`config.mk`:
```
export PLATFORM = sky130hd
export DESIGN_NAME = pload_shifter
export DESIGN_NICKNAME = d
export VERILOG_FILES = /design/src/rtl/pload_pkg.sv /design/src/rtl/pload_ctrl.sv /design/src/rtl/pload_datapath.sv /design/src/rtl/pload_shifter.sv
export SDC_FILE = /design/constraint.sdc
export NUM_CORES = 1
export LEC_CHECK = 0
export ABC_AREA = 1
export ABC_CLOCK_PERIOD_IN_PS = 800
export BUFFER_PORTS_ARGS = -buffer_cell sky130_fd_sc_hd__buf_4
export CORE_AREA = 2 2 39 41
export CTS_BUF_LIST = sky130_fd_sc_hd__clkbuf_4 sky130_fd_sc_hd__clkbuf_8
export CTS_CLUSTER_SIZE = 20
export DETAILED_ROUTE_END_ITERATION = 8
export DIE_AREA = 0 0 41 43
export HOLD_SLACK_MARGIN = 0.02
export PLACE_DENSITY = 0.64
export SYNTH_ARGS = -nofsm -noshare
export SYNTH_HDL_FRONTEND = slang
export SYNTH_SLANG_ARGS = --single-unit
```
`constraint.sdc`:
```
create_clock -name clk -period 0.8 [get_ports clk]
set_input_delay 0.08 -clock clk [delete_from_list [all_inputs] [get_ports clk]]
set_output_delay 0.08 -clock clk [all_outputs]
set_load 0.02 [all_outputs]
```
`src/rtl/pload_pkg.sv`:
```
package pload_pkg;
  typedef struct packed {
    logic load;
    logic advance;
  } shiftStrobe_t;
endpackage

```
`src/rtl/pload_ctrl.sv`:
```
module pload_ctrl
  import pload_pkg::*;
(
  input  logic         clk,
  input  logic         rstN,
  input  logic         shiftLoadN,
  input  logic         shiftClk,
  input  logic         clkInhibit,
  output shiftStrobe_t strobes
);
  logic effClk;
  logic clkPrev;

  assign effClk = shiftClk | clkInhibit;

  // history resets high so a line already high after reset is not an edge
  always_ff @(posedge clk) begin
    if (!rstN) clkPrev <= 1'b1;
    else       clkPrev <= effClk;
  end

  always_comb begin
    strobes.load    = ~shiftLoadN;
    strobes.advance = effClk & ~clkPrev & shiftLoadN;
  end

  // one shift per high phase
  a_r10_one_per_edge: assert property (@(posedge clk) disable iff (!rstN)
    strobes.advance |=> !strobes.advance);
endmodule

```
`src/rtl/pload_datapath.sv`:
```
module pload_datapath
  import pload_pkg::*;
#(
  parameter int WIDTH = 8
) (
  input  logic             clk,
  input  logic             rstN,
  input  shiftStrobe_t     strobes,
  input  logic             serialIn,
  input  logic [WIDTH-1:0] parIn,
  output logic             serialOut,
  output logic             serialOutN
);
  localparam int MSB = WIDTH - 1;

  logic [MSB:0] stageQ;
  logic [MSB:0] stageD;

  for (genvar i = 0; i < WIDTH; i++) begin : g_stage
    logic shiftSrc;
    if (i == 0) begin : g_first
      assign shiftSrc = serialIn;
    end else begin : g_chain
      assign shiftSrc = stageQ[i-1];
    end
    always_comb begin
      if (strobes.load)         stageD[i] = parIn[i];
      else if (strobes.advance) stageD[i] = shiftSrc;
      else                      stageD[i] = stageQ[i];
    end
  end

  always_ff @(posedge clk) begin
    if (!rstN) stageQ <= '0;
    else       stageQ <= stageD;
  end

  logic outBit;
  assign outBit     = strobes.load ? parIn[MSB] : stageQ[MSB];
  assign serialOut  = outBit;
  assign serialOutN = ~outBit;

  // load captures the parallel word
  a_r2_load_capture: assert property (@(posedge clk) disable iff (!rstN)
    strobes.load |=> stageQ == $past(parIn));
  // one step toward the output with serialIn entering stage 0
  a_r4_shift_step: assert property (@(posedge clk) disable iff (!rstN)
    (strobes.advance && !strobes.load) |=>
      stageQ == {$past(stageQ[MSB-1:0]), $past(serialIn)});
  // contents hold without an edge
  a_r8_hold: assert property (@(posedge clk) disable iff (!rstN)
    (!strobes.advance && !strobes.load) |=> $stable(stageQ));
  // control never advances during load
  a_r7_no_edge_in_load: assert property (@(posedge clk) disable iff (!rstN)
    strobes.load |-> !strobes.advance);
endmodule

```
`src/rtl/pload_shifter.sv`:
```
module pload_shifter
  import pload_pkg::*;
#(
  parameter int WIDTH = 8
) (
  input  logic             clk,
  input  logic             rstN,
  input  logic             shiftLoadN,
  input  logic             shiftClk,
  input  logic             clkInhibit,
  input  logic             serialIn,
  input  logic [WIDTH-1:0] parIn,
  output logic             serialOut,
  output logic             serialOutN
);
  shiftStrobe_t strobes;

  pload_ctrl u_ctrl (
    .clk        (clk),
    .rstN       (rstN),
    .shiftLoadN (shiftLoadN),
    .shiftClk   (shiftClk),
    .clkInhibit (clkInhibit),
    .strobes    (strobes)
  );

  pload_datapath #(.WIDTH(WIDTH)) u_datapath (
    .clk        (clk),
    .rstN       (rstN),
    .strobes    (strobes),
    .serialIn   (serialIn),
    .parIn      (parIn),
    .serialOut  (serialOut),
    .serialOutN (serialOutN)
  );
endmodule

```
# After elaboration in Yosys (flattened, before gate mapping)
# Index checks and enable logic that the tools add are counted.
# totals
in_bits	14
latchBits	0
mem_count	0
ramBits	0
mem_bits_ro	0
elab_cells	25
regBits	9
# classes
addsub	0
n_reduce_logical	0
order_cmp	0
shifts	0
mux	17
eq_ne	1
mul	0
div	0
bitwise	5
# op_table
op	count
1-bit two-way mux	17
1-bit AND	2
2-bit by 1-bit inequality test with 1-bit output, second input constant	1
1-bit inverter	2
1-bit bitwise OR	1

# Depth between registers and ports, before layout
# depth
depth_word	5
ltp_mapped	7

# Modules after synthesis
# From an unflattened synthesis, not the netlist that was laid out.
# unflattened
hier_cells	72
area_unflattened_um2	469.2
# by_module_without_submodules
mod	cells_per_inst	area_each_um2	instances	seq_area_each_um2
pload_datapath	65	424.2	1	160.2
pload_ctrl	7	45.0	1	20.0

# Worst setup path after synthesis
# OpenSTA, ideal clock, no wires.
# synth_timing
path_type	reg2out
from	reg u_datapath.stageQ[7]
to	out serialOut
arrival_ns	0.887
required_ns	0.720
stages_incl_launch_ff	3
n_path_buf	0
path_slack_ns	-0.167
cell_sequence	dfxtp_1 -> a21oi_1 -> inv_1
# synth_between
elab_chain_len	1
# synth_lines
element	line	rtl
from (decl)	pload_datapath.sv:16	logic [MSB:0] stageQ;
from (signal assigned)	pload_datapath.sv:35	else stageQ <= stageD;
1-bit two-way mux	pload_datapath.sv:39	assign outBit = strobes.load ? parIn[MSB] : stageQ[MSB];
to (decl)	pload_shifter.sv:13	output logic serialOut,
# No other way between the ends.

# Final worst setup path
# Same ends and word-level chain as after synthesis.

==> qor.csv <==
metric,value,unit
violations in the final reports,negative setup slack,
non-filler instance count after layout,115,
post-CTS setup repair buffer count,0,
Synth top area share,36.92,%
Synth warnings,0,
number of nets with antenna violations after detailed routing,0,
Leak Pwr,0.0003645,uW
fraction of layout cells with a size suffix above 1,36.36,%
I/O pin count,16,
Final Hold Violating Endpoints,0,
Sw Ratio,26.88,%
upper clock frequency limit,1.033,GHz
top cells by instance count after synthesis,"32 x sky130_fd_sc_hd__nand2_1, 19 x sky130_fd_sc_hd__nor2_1, 9 x sky130_fd_sc_hd__dfxtp_1, 5 x sky130_fd_sc_hd__and2_1, 5 x sky130_fd_sc_hd__inv_1",
routed len/inst,8.974,um
die area,1763,um2
starting density of the core,35.26,%
clock net sink count,9,
hold-critical path depth,2,
number of cells produced by synthesis,78,
number of synthesized register bits,9,
global placement routability congestion,0.7156,
share of power burned in registers,43.1,%
Synth area leaders,"sky130_fd_sc_hd__dfxtp_1 37%, sky130_fd_sc_hd__nand2_1 25%, sky130_fd_sc_hd__nor2_1 15%, sky130_fd_sc_hd__buf_6 6.9%, sky130_fd_sc_hd__and2_1 6.4%",
Clock Tree Root,sky130_fd_sc_hd__clkbuf_4,
clock buffers created by TritonCTS,3,
"Primary FF master, synth",sky130_fd_sc_hd__dfxtp_1,
buffers added on ports,15,
library cell with the highest instance count after synthesis,sky130_fd_sc_hd__nand2_1,
end of the worst register-to-register path,u_datapath.stageQ[4],
DRC violation count after routing,0,
cell type contributing the most total cell area after synthesis,sky130_fd_sc_hd__dfxtp_1,
Clock transition at path regs,60,ps
number of global-route vias before repair,389,
sequential cell area fraction in the yosys report,36.92,%
die extent in y,43,um
data arrival time of the worst path,890,ps
depth of the CTS H-tree,1,
hold path startpoint,rstN,
switching power of the nets,311.3,uW
Power Total,1158,uW
"Max FO, Critical Path",2,
largest net degree at the start of global routing,17,
growth of design area from synthesis to finish,47.18,%
Post-Route WL,1032,um
RSZ-0062 raised after global routing,true,
first-pass GRT wire length,1524,um
count of flip-flops with a built-in enable after synthesis,0,
placeable core area,1384,um2
flop2flop setup slack,-50,ps
"buffers from clock root to sink, at most",2,
capturing element type of the critical path,primary output,
via count normalized by instance count,4.400,
syn nets,92,
antenna violations before repair,0,
total global routing overflow,0,
part of the cycle the worst path needs,121.0,%
post-synth cell types,10,
proportion of register bits with asynchronous set or reset after synthesis,0,%
mean instance size in the synthesized netlist,6.256,um2
setup clock skew after layout,1.320,ps
max cap viols,0,
run status,finished with violations,
worst min-delay path endpoint,u_ctrl.clkPrev,
gr usage total,13.39,%
critical path type,flop to primary output,
Skew-Pair Late Insertion Delay,260,ps
Placed Cells incl. Taps,108,
type of the worst min-delay path,input pin to flop,
launching point of the worst reg2reg path,u_ctrl.clkPrev,
slack of the critical path,-167.7,ps
site row count,14,
depth of the worst register-to-register path,6,
final period demand of the worst path,967.7,ps
Via Count,506,
final-stage net count,114,
Peak VDD IR,0.001006,V
number of DRC markers after the initial detailed-route iteration,1,
Clk pwr share,33.6,%
power per cell area,1613,nW/um2
Setup Viol. Count Final,10,
TritonCTS clock tree,yes,
Worst Path Required,720,ps
post-synthesis instance area,488.0,um2
share of power burned in combinational logic,23.3,%
category of the worst setup path launch point,flop,
Worst Tran Pin Value,234.8,ps
max-slew violations,0,
remaining max-slew budget at the tightest pin,84.33,%
internal power contribution,847.0,uW
TritonRoute pass-1 iters,2,
horizontal extent of the die,41,um
DP Wirelength,688.7,um
Antenna Cells,0,
==> cell families after synthesis <==
logic type / share of synthesized area (%)
DFF: 36.92
buffers and inverters: 10.77
AOI/OAI and AO/OA: 2.820
and+or+nand+nor: 49.49
==> per-stage QoR <==
step	utilization (%)	cell area, um2	hold slack, ps	setup slack (ps)	TNS [ps]
2_1_floorplan	-	491.7	166.0	-41.83	-345.1
3_3_place_gp	44.67	618.1	276.7	-75.95	-583.9
3_5_place_dp	44.67	618.1	277.4	-103.7	-795.5
4_1_cts	49.01	678.2	50.85	-181.4	-526.9
5_1_grt	51.90	718.2	55.08	-220.1	-1183
6_report	51.90	718.2	58.34	-167.7	-625.9
==> cell usage in the layout, fill, tap and decap left out, drive strengths merged <==
cell type,netlist,final
a21oi,1,1
o21ai,1,1
dfxtp,9,9
inv,5,5
dlygate4sd3,0,2
clkbuf,0,4
and2,7,7
buf,3,17
nor2,19,19
nand2,33,34
==> power by group through the flow <==
| stage | sequential [uW] | combinational, uW | clock, uW |
|---|---|---|---|
| finish | 499 | 269 | 390 |
| global route | 503 | 300 | 430 |
| CTS | 499 | 244 | 403 |
| detailed placement | 508 | 229 | 0 |
| global placement | 507 | 227 | 0 |
| floorplan | 505 | 148 | 0 |
==> area by class of cell <==
type	instances	area (um2)
inverters	5	18.77
flip-flops and latches	9	182.7
repair buffers	19	163.9
well taps	16	20.02
fillers	145	665.6
clock buffers	4	30.03
multi-input cells	62	302.8
==> routing by layer <==
layer / vias up / global-route usage [%] / part of all wire (%)
met5: - / 0 / 0
met4: 0 / 6.000 / 1.2
met3: 2 / 7.853 / 4.6
met2: 9 / 20.63 / 53
met1: 223 / 13.96 / 41
li1: 272 / - / -
==> worst max-delay path, stage by stage (launching register included) <==
cell                      delay (ps)
sky130_fd_sc_hd__dfxtp_2         320
sky130_fd_sc_hd__a21oi_2         120
sky130_fd_sc_hd__inv_1            60
sky130_fd_sc_hd__buf_6           120
==> state kept, by name (all words and copies together), names as in the netlist <==
| name | count |
|---|---|
| u_datapath.stageQ | 8 |
| u_ctrl.clkPrev | 1 |
==> worst max-delay path by stage <==
stage | endpoint | start | depth (start not counted) | slack, ps
CTS | serialOut | u_datapath.stageQ[7] | 3 | -180
floorplan | u_datapath.stageQ[2] | u_ctrl.clkPrev | 7 | -40
detailed placement | u_datapath.stageQ[3] | u_ctrl.clkPrev | 6 | -100
global route | serialOut | u_datapath.stageQ[7] | 3 | -220
global placement | u_datapath.stageQ[4] | u_ctrl.clkPrev | 6 | -80
finish | serialOut | u_datapath.stageQ[7] | 3 | -170
==> timing repair <==
| item | in CTS | in global routing |
|---|---|---|
| gates resized for setup | 3 | 12 |
| pin swaps | 0 | 6 |
| hold buffers | 2 | 0 |
| hold endpoints to repair | 1 | 0 |
| setup endpoints to repair | 10 | 10 |
| cloned | 0 | 1 |
(Power assumes the default switching activity.)
